===== src/rtl/can_bt_pkg.sv =====
package can_bt_pkg;

    typedef enum logic [1:0] {
        SEG_SYNC = 2'd0,
        SEG_PH1  = 2'd1,
        SEG_PH2  = 2'd2
    } seg_e;

endpackage


===== src/rtl/can_bt_cfg.sv =====
module can_bt_cfg #(
    parameter int          BRP_W      = 6,
    parameter int          EXT_W      = 4,
    parameter int          SJW_W      = 2,
    parameter int          TS1_W      = 4,
    parameter int          TS2_W      = 3,
    parameter int unsigned RST_TIMING = 32'h2301,
    localparam int         TIM_W      = BRP_W + SJW_W + TS1_W + TS2_W,
    localparam int         PRE_W      = BRP_W + EXT_W
) (
    input  logic             clk,
    input  logic             rst_n,
    input  logic             init,
    input  logic             cfg_en,
    input  logic             timing_wr,
    input  logic [TIM_W-1:0] timing_in,
    input  logic             ext_wr,
    input  logic [EXT_W-1:0] ext_in,
    output logic [PRE_W-1:0] pre_m1,
    output logic [SJW_W-1:0] sjw_m1,
    output logic [TS1_W-1:0] ts1_m1,
    output logic [TS2_W-1:0] ts2_m1
);

    localparam int SJW_LO = BRP_W;
    localparam int TS1_LO = SJW_LO + SJW_W;
    localparam int TS2_LO = TS1_LO + TS1_W;

    typedef struct packed {
        logic [TIM_W-1:0] tim;
        logic [EXT_W-1:0] ext;
    } cfg_t;

    cfg_t cfg_d, cfg_q;
    logic open_w;

    always_comb begin
        cfg_d  = cfg_q;
        open_w = init && cfg_en;
        if (open_w && timing_wr) cfg_d.tim = timing_in;
        if (open_w && ext_wr)    cfg_d.ext = ext_in;
    end

    always_ff @(posedge clk or negedge rst_n) begin
        if (!rst_n) begin
            cfg_q.tim <= TIM_W'(RST_TIMING);
            cfg_q.ext <= '0;
        end else begin
            cfg_q <= cfg_d;
        end
    end

    assign pre_m1 = {cfg_q.ext, cfg_q.tim[BRP_W-1:0]};
    assign sjw_m1 = cfg_q.tim[SJW_LO +: SJW_W];
    assign ts1_m1 = cfg_q.tim[TS1_LO +: TS1_W];
    assign ts2_m1 = cfg_q.tim[TS2_LO +: TS2_W];

    AST_CFG_LOCKED: assert property (@(posedge clk) disable iff (!rst_n)
        !(init && cfg_en) |=> ($stable(cfg_q.tim) && $stable(cfg_q.ext)))
        else $error("timing words changed outside the write gate");

endmodule


===== src/rtl/can_bt_presc.sv =====
module can_bt_presc #(
    parameter int PRE_W = 10
) (
    input  logic             clk,
    input  logic             rst_n,
    input  logic             init,
    input  logic             hard_sync,
    input  logic [PRE_W-1:0] pre_m1,
    output logic             tq_tick
);

    typedef struct packed {
        logic [PRE_W-1:0] cnt;
    } presc_t;

    presc_t st_d, st_q;
    logic   wrap_w;

    always_comb begin
        wrap_w  = (st_q.cnt == pre_m1);
        tq_tick = !init && !hard_sync && wrap_w;
        st_d    = st_q;
        if (init || hard_sync) st_d.cnt = '0;
        else if (wrap_w)       st_d.cnt = '0;
        else                   st_d.cnt = st_q.cnt + PRE_W'(1);
    end

    always_ff @(posedge clk or negedge rst_n) begin
        if (!rst_n) st_q <= '0;
        else        st_q <= st_d;
    end

    AST_TQ_SPACING: assert property (@(posedge clk) disable iff (!rst_n)
        (tq_tick && (pre_m1 != '0)) |=> !tq_tick)
        else $error("quantum ticks closer than the prescale");

endmodule


===== src/rtl/can_bt_seq.sv =====
module can_bt_seq
    import can_bt_pkg::*;
#(
    parameter int SJW_W = 2,
    parameter int TS1_W = 4,
    parameter int TS2_W = 3,
    localparam int MAX_W = (TS1_W > TS2_W) ? ((TS1_W > SJW_W) ? TS1_W : SJW_W)
                                           : ((TS2_W > SJW_W) ? TS2_W : SJW_W),
    localparam int QW    = MAX_W + 2
) (
    input  logic             clk,
    input  logic             rst_n,
    input  logic             init,
    input  logic             hard_sync,
    input  logic             resync_edge,
    input  logic             tq_tick,
    input  logic [SJW_W-1:0] sjw_m1,
    input  logic [TS1_W-1:0] ts1_m1,
    input  logic [TS2_W-1:0] ts2_m1,
    output seg_e             seg,
    output logic             sample_pulse,
    output logic             bit_end
);

    typedef struct packed {
        seg_e          seg;
        logic [QW-1:0] qcnt;
        logic [QW-1:0] ext;
        logic [QW-1:0] shr;
        logic          done;
    } seq_t;

    localparam seq_t IDLE = '{seg: SEG_SYNC, qcnt: '0, ext: '0, shr: '0, done: 1'b0};

    seq_t          st_d, st_q;
    logic [QW-1:0] seg1_len, seg2_len, sjw_len, qn, rem, ext_now, shr_now;
    logic          res_ok, ph1_last, ph2_last;

    always_comb begin
        seg1_len = QW'(ts1_m1) + QW'(1);
        seg2_len = QW'(ts2_m1) + QW'(1);
        sjw_len  = QW'(sjw_m1) + QW'(1);
        res_ok   = resync_edge && !st_q.done && !init && !hard_sync;
        qn       = st_q.qcnt + QW'(1);
        rem      = seg2_len - st_q.qcnt;
        ext_now  = st_q.ext;
        shr_now  = st_q.shr;
        if (res_ok && st_q.seg == SEG_PH1) ext_now = (qn < sjw_len) ? qn : sjw_len;
        if (res_ok && st_q.seg == SEG_PH2) shr_now = (rem < sjw_len) ? rem : sjw_len;
        ph1_last     = (qn >= seg1_len + ext_now);
        ph2_last     = (qn >= seg2_len - shr_now);
        sample_pulse = tq_tick && (st_q.seg == SEG_PH1) && ph1_last;
        bit_end      = tq_tick && (st_q.seg == SEG_PH2) && ph2_last;

        st_d     = st_q;
        st_d.ext = ext_now;
        st_d.shr = shr_now;
        if (res_ok) st_d.done = 1'b1;
        if (tq_tick) begin
            unique case (st_q.seg)
                SEG_SYNC: begin
                    st_d.seg  = SEG_PH1;
                    st_d.qcnt = '0;
                end
                SEG_PH1: begin
                    if (ph1_last) begin
                        st_d.seg  = SEG_PH2;
                        st_d.qcnt = '0;
                    end else begin
                        st_d.qcnt = qn;
                    end
                end
                SEG_PH2: begin
                    if (ph2_last) st_d = IDLE;
                    else          st_d.qcnt = qn;
                end
                default: st_d = IDLE;
            endcase
        end
        if (init || hard_sync) st_d = IDLE;
    end

    always_ff @(posedge clk or negedge rst_n) begin
        if (!rst_n) st_q <= IDLE;
        else        st_q <= st_d;
    end

    assign seg = st_q.seg;

    AST_END_TO_SYNC: assert property (@(posedge clk) disable iff (!rst_n)
        bit_end |=> (st_q.seg == SEG_SYNC && st_q.qcnt == '0))
        else $error("bit end not followed by sync quantum");

    AST_SAMPLE_TO_PH2: assert property (@(posedge clk) disable iff (!rst_n)
        sample_pulse |=> (st_q.seg == SEG_PH2 && st_q.qcnt == '0))
        else $error("sample point not followed by phase 2");

    AST_INIT_RELEASE: assert property (@(posedge clk) disable iff (!rst_n)
        $fell(init) |-> (st_q.seg == SEG_SYNC && st_q.qcnt == '0))
        else $error("counters not cleared while idle");

    AST_HSYNC_RESTART: assert property (@(posedge clk) disable iff (!rst_n)
        (hard_sync && !init) |=> (st_q.seg == SEG_SYNC && st_q.qcnt == '0))
        else $error("hard sync did not restart the bit");

    AST_EXT_LIMIT: assert property (@(posedge clk) disable iff (!rst_n)
        st_q.ext <= sjw_len)
        else $error("phase 1 stretched beyond jump width");

    AST_SHR_LIMIT: assert property (@(posedge clk) disable iff (!rst_n)
        st_q.shr <= sjw_len)
        else $error("phase 2 cut beyond jump width");

endmodule


===== src/rtl/can_bit_timer.sv =====
module can_bit_timer
    import can_bt_pkg::*;
#(
    parameter int          BRP_W      = 6,
    parameter int          EXT_W      = 4,
    parameter int          SJW_W      = 2,
    parameter int          TS1_W      = 4,
    parameter int          TS2_W      = 3,
    parameter int unsigned RST_TIMING = 32'h2301,
    localparam int         TIM_W      = BRP_W + SJW_W + TS1_W + TS2_W,
    localparam int         PRE_W      = BRP_W + EXT_W
) (
    input  logic             clk,
    input  logic             rst_n,
    input  logic             init,
    input  logic             cfg_en,
    input  logic             timing_wr,
    input  logic [TIM_W-1:0] timing_in,
    input  logic             ext_wr,
    input  logic [EXT_W-1:0] ext_in,
    input  logic             hard_sync,
    input  logic             resync_edge,
    output logic             tq_tick,
    output logic             sample_pulse,
    output logic             bit_end,
    output logic [1:0]       seg
);

    logic [PRE_W-1:0] pre_m1;
    logic [SJW_W-1:0] sjw_m1;
    logic [TS1_W-1:0] ts1_m1;
    logic [TS2_W-1:0] ts2_m1;
    seg_e             seg_w;

    can_bt_cfg #(
        .BRP_W(BRP_W), .EXT_W(EXT_W), .SJW_W(SJW_W),
        .TS1_W(TS1_W), .TS2_W(TS2_W), .RST_TIMING(RST_TIMING)
    ) u_cfg (
        .clk(clk), .rst_n(rst_n), .init(init), .cfg_en(cfg_en),
        .timing_wr(timing_wr), .timing_in(timing_in),
        .ext_wr(ext_wr), .ext_in(ext_in),
        .pre_m1(pre_m1), .sjw_m1(sjw_m1), .ts1_m1(ts1_m1), .ts2_m1(ts2_m1)
    );

    can_bt_presc #(.PRE_W(PRE_W)) u_presc (
        .clk(clk), .rst_n(rst_n), .init(init), .hard_sync(hard_sync),
        .pre_m1(pre_m1), .tq_tick(tq_tick)
    );

    can_bt_seq #(.SJW_W(SJW_W), .TS1_W(TS1_W), .TS2_W(TS2_W)) u_seq (
        .clk(clk), .rst_n(rst_n), .init(init), .hard_sync(hard_sync),
        .resync_edge(resync_edge), .tq_tick(tq_tick),
        .sjw_m1(sjw_m1), .ts1_m1(ts1_m1), .ts2_m1(ts2_m1),
        .seg(seg_w), .sample_pulse(sample_pulse), .bit_end(bit_end)
    );

    assign seg = seg_w;

endmodule


===== config.mk =====
export PLATFORM = sky130hd
export DESIGN_NAME = can_bit_timer
export DESIGN_NICKNAME = d
export VERILOG_FILES = /design/src/rtl/can_bt_pkg.sv /design/src/rtl/can_bt_cfg.sv /design/src/rtl/can_bt_presc.sv /design/src/rtl/can_bt_seq.sv /design/src/rtl/can_bit_timer.sv
export SDC_FILE = /design/constraint.sdc
export NUM_CORES = 1
export LEC_CHECK = 0
export BUFFER_PORTS_ARGS = -buffer_cell sky130_fd_sc_hd__buf_2
export CAP_MARGIN = 10
export CORE_MARGIN = 2
export CORE_UTILIZATION = 35
export CTS_CLUSTER_SIZE = 24
export DETAILED_ROUTE_END_ITERATION = 6
export PLACE_DENSITY = 0.52
export RECOVER_POWER = 25
export SLEW_MARGIN = 10
export SYNTH_ARGS = -nofsm -noshare
export SYNTH_HDL_FRONTEND = slang
export SYNTH_SLANG_ARGS = --single-unit

===== constraint.sdc =====
create_clock -name clk -period 6.3 [get_ports clk]
set_input_delay 1.575 -clock clk [delete_from_list [all_inputs] [get_ports clk]]
set_output_delay 1.575 -clock clk [all_outputs]
set_load 0.02 [all_outputs]

==> summary.md <==
| Metric | Value |
|---|---|
| Status | `finished with violations` |
| Failing checks | `max-capacitance violations, max-slew violations, negative setup slack` |
| CTS Buffer Depth | `2` |
| Flop-to-flop setup slack | `about 1.3 ns` |
| # hold bufs at CTS | `0` |
| Rows | `35` |
| Final ANT Viol Nets | `0` |
| CTS HTree Levels | `2` |
| Distinct cells, synth | `44` |
| Grt met1 use | `0.227` |
| Die Wd | `102 um` |
| Post-route worst setup slack | `-0.154 ns` |
| Final #Nets | `465` |
| Crit Path Max Fanout | `3` |
| Hold depth | `2` |
| Final setup vio count | `1` |
| P per Cell Area | `240 nW/um2` |
| CORE AREA | `9280 um2` |
| Via/cell ratio | `4.91` |
| Ports | `32` |
| Top-count cell post-synth | `dfrtp_1` |
| Min cycle time layout | `6.45 ns` |
| P_leak | `2.00 nW` |
| Period utilisation layout | `1.02` |
| Clock net sink count | `50` |
| Post-synth top cells | `dfrtp_1 (46), ha_1 (34), nor2_1 (34)` |
| Slowest stage delay, CP | `0.43 ns` |
| R2R depth | `25` |
| Layout Area Growth over Synthesis | `27.9%` |
| Hold Path Class | `flip-flop to flip-flop` |
| GR peak layer | `met2` |
| Main synth FF type | `dfrtp_1` |
| Rel. slew slack | `-0.846` |
| Worst Setup Path Type | `flip-flop to output port` |
| GR met2 Demand/Resource | `0.256` |
| Synth Warn # | `0` |
| RSZ-0062 raised after global routing | `true` |
| Syn nets | `393` |
| GR Util met3 | `0.0246` |
| Total grt overflow | `0` |
| F_max | `about 150 MHz` |
| Post-Syn Area | `around 3400 um2` |
| Post-synthesis instance total | `329` |
| Post-synth top area share | `0.342` |
| Vias in the first global route | `2650` |
| CP cell instances | `ha_4 > inv_2 > fa_2 > xnor2_4 > ha_4 > a21oi_2 > o21ai_2 > a2111oi_4 > buf_4 > mux2i_2 > buf_4 > nand2_2 > fa_2 > inv_1 > a21o_1 > a21oi_2 > xor2_1 > ha_1 > a21o_1 > a21oi_2 > o21ai_4 > nor3b_2 > buf_4` |
| CP endpoint kind | `output port` |
| VDD IR max | `0.138 mV` |
| Multi-input gate area | `2200 um2` |
| Final Slew Violations | `51` |
| WL final | `7660 um` |
| Iteration-0 DRC Markers | `87` |
| Antenna violations before repair | `0` |
| Max-Cap Viols | `1` |
| Die Area | `10400 um2` |
| Largest net degree at the start of global routing | `51` |
| EDFF count, synth | `0` |
| First-pass GRT wire length | `12900 um` |
| CP Data Required Time | `roughly 4.7 ns` |
| Avg WL per Cell | `around 14 um` |
| Hold Vio Cnt, Final | `0` |
| Starting Density | `0.363` |
| Die height | `102 um` |
| Fillers | `952` |
| DRC Markers | `0` |
| Total Routing Usage GR | `0.161` |
| Clk_lat worst skew | `about 0.32 ns` |
| Critical path arrival | `slightly below 5 ns` |
| Avg Cell Area, Syn | `a little over 10 um2` |
| Worst-margin pin slew | `between 2 and 3 ns` |
| Fraction of registers with async set/reset | `1.00` |
| Root buffer selected by CTS | `clkbuf_8` |
| Crit start category | `flip-flop` |
| Area contributors post-synth | `dfrtp_1 (34%), ha_1 (13%), mux2_2 (6.7%)` |
| CTS tree | `built` |
| Reg clk slew, reported paths | `0.11 ns` |
| Port Buffers | `31` |
| HPWL after DPL | `5620 um` |
| Iteration count of the initial detailed-routing pass | `4` |
| Final Power | `a little over 0.001 W` |
| Proportion of layout cells with a drive suffix above 1 | `0.361` |
| Setup TNS | `-0.154 ns` |
| Final Skew | `0.0122 ns` |
| Post-synthesis sequential area ratio | `0.373` |
| Vias | `2605` |
| Largest area contributor in the netlist | `dfrtp_1` |
| Sequential cell area | `1260 um2` |
| Final Wtd Congestion | `0.842` |
| Critical Path Slowest Stage Cell | `dfrtp_1` |
| Yosys reg bits | `50` |
| # diodes | `0` |
| Num CTS Buffers | `5` |
placed cells by master (no fill, tap or decap), types with 4 or more instances in the layout:
master,netlist,routed
ha_1,34,27
xor2_1,13,12
mux2_2,20,20
o21a_1,4,4
ha_4,0,5
a21oi_2,0,7
nand2_1,18,17
xnor2_1,23,22
and3_1,6,6
nand3_1,11,10
mux2i_1,6,4
dfstp_2,4,4
buf_6,0,5
buf_2,3,27
inv_1,17,16
dfrtp_1,46,46
nand2b_1,8,8
buf_4,3,41
nor2b_1,8,7
a21oi_1,13,6
nor2_1,34,34
clkbuf_8,0,5
a21o_1,9,9
worst max-delay path, delay by kind of cell (launching register included):
kind | cells | cell delay, ns
AND/OR/NAND/NOR | 2 | 0.22
flip-flops | 1 | 0.43
buffers and inverters | 5 | 0.60
multiplexers | 1 | 0.22
XOR/XNOR | 2 | 0.36
AO/OA/AOI/OAI | 8 | 1.10
adder cells (fa/ha/maj) | 5 | 1.64
timing repair:
action,in CTS,in global routing
pin swaps,30,9
endpoints found under the hold margin,0,0
endpoints found under the setup margin,2,2
cloned,0,0
setup buffers,11,0
gates resized for setup,40,10
metrics by stage:
step	util	instance area, um2	hold slack, ns	std cells	setup slack, ns
final	0.464	4310	0.515	531	-0.154
after global routing	0.464	4310	0.545	531	-0.382
after CTS	0.457	4240	0.519	531	-0.0781
after detailed placement	0.418	3880	0.501	512	-0.341
after global placement	0.418	3880	0.495	512	-0.300
after floorplan	-	3380	0.477	329	0.0487
path summary, 6_finish.rpt:
path,from,to
min in group asynchronous,rst_n,u_cfg.pre_m1[6]$_DFFE_PN0P_
worst max register to register,u_cfg.ts2_m1[0]$_DFFE_PN0P_,u_seq.st_q[3]$_DFF_PN0_
worst min register to register,u_seq.st_q[10]$_DFF_PN0_,u_seq.st_q[10]$_DFF_PN0_
worst min-delay path,u_seq.st_q[10]$_DFF_PN0_,u_seq.st_q[10]$_DFF_PN0_
max in group asynchronous,rst_n,u_seq.st_q[3]$_DFF_PN0_
worst max-delay path,u_cfg.ts2_m1[0]$_DFFE_PN0P_,bit_end
layer usage:
metal	vias to the layer above	part of all wire
met1	1262	0.51
met2	48	0.45
met3	11	0.031
li1	1284	-
met5	-	0
met4	0	0.016
report_power, final:
group / switching [W] / internal [W] / leakage, nW
registers: 0.0000208 / 0.000349 / 0.651
logic: 0.000196 / 0.000223 / 1.29
clock network: 0.000124 / 0.000121 / 0.0563
total: 0.000341 / 0.000693 / 2.00
flip-flops by register name, summed over array words and instances (netlist names):
signal / flops
u_seq.st_q: 19
u_cfg.pre_m1: 10
u_presc.st_q: 10
u_cfg.ts1_m1: 4
u_cfg.ts2_m1: 3
u_cfg.sjw_m1: 2
u_seq.seg: 2
final cells by class:
type                       instances  area share
clock buffer                       5      0.0160
clock inverter                     3      0.0113
inverter                          17      0.0148
multi-input combinational        253       0.512
sequential                        50       0.292
tap                              129      0.0375
timing repair buffer              74       0.117
logic make-up (layout without fill, tap and decap cells):
| family | Yosys count | in the layout | synth area share |
|---|---|---|---|
| xor gates and xnor gates | 36 | 36 | 0.0936 |
| AOI/OAI and AO/OA | 54 | 54 | 0.122 |
| buffers and inverters | 26 | 99 | 0.0334 |
| and+or+nand+nor | 100 | 100 | 0.149 |
| adders and majority gates | 37 | 37 | 0.144 |
| muxes | 26 | 26 | 0.0847 |
| DFF | 50 | 50 | 0.373 |
No activity file was read; power rests on OpenSTA's default activity.
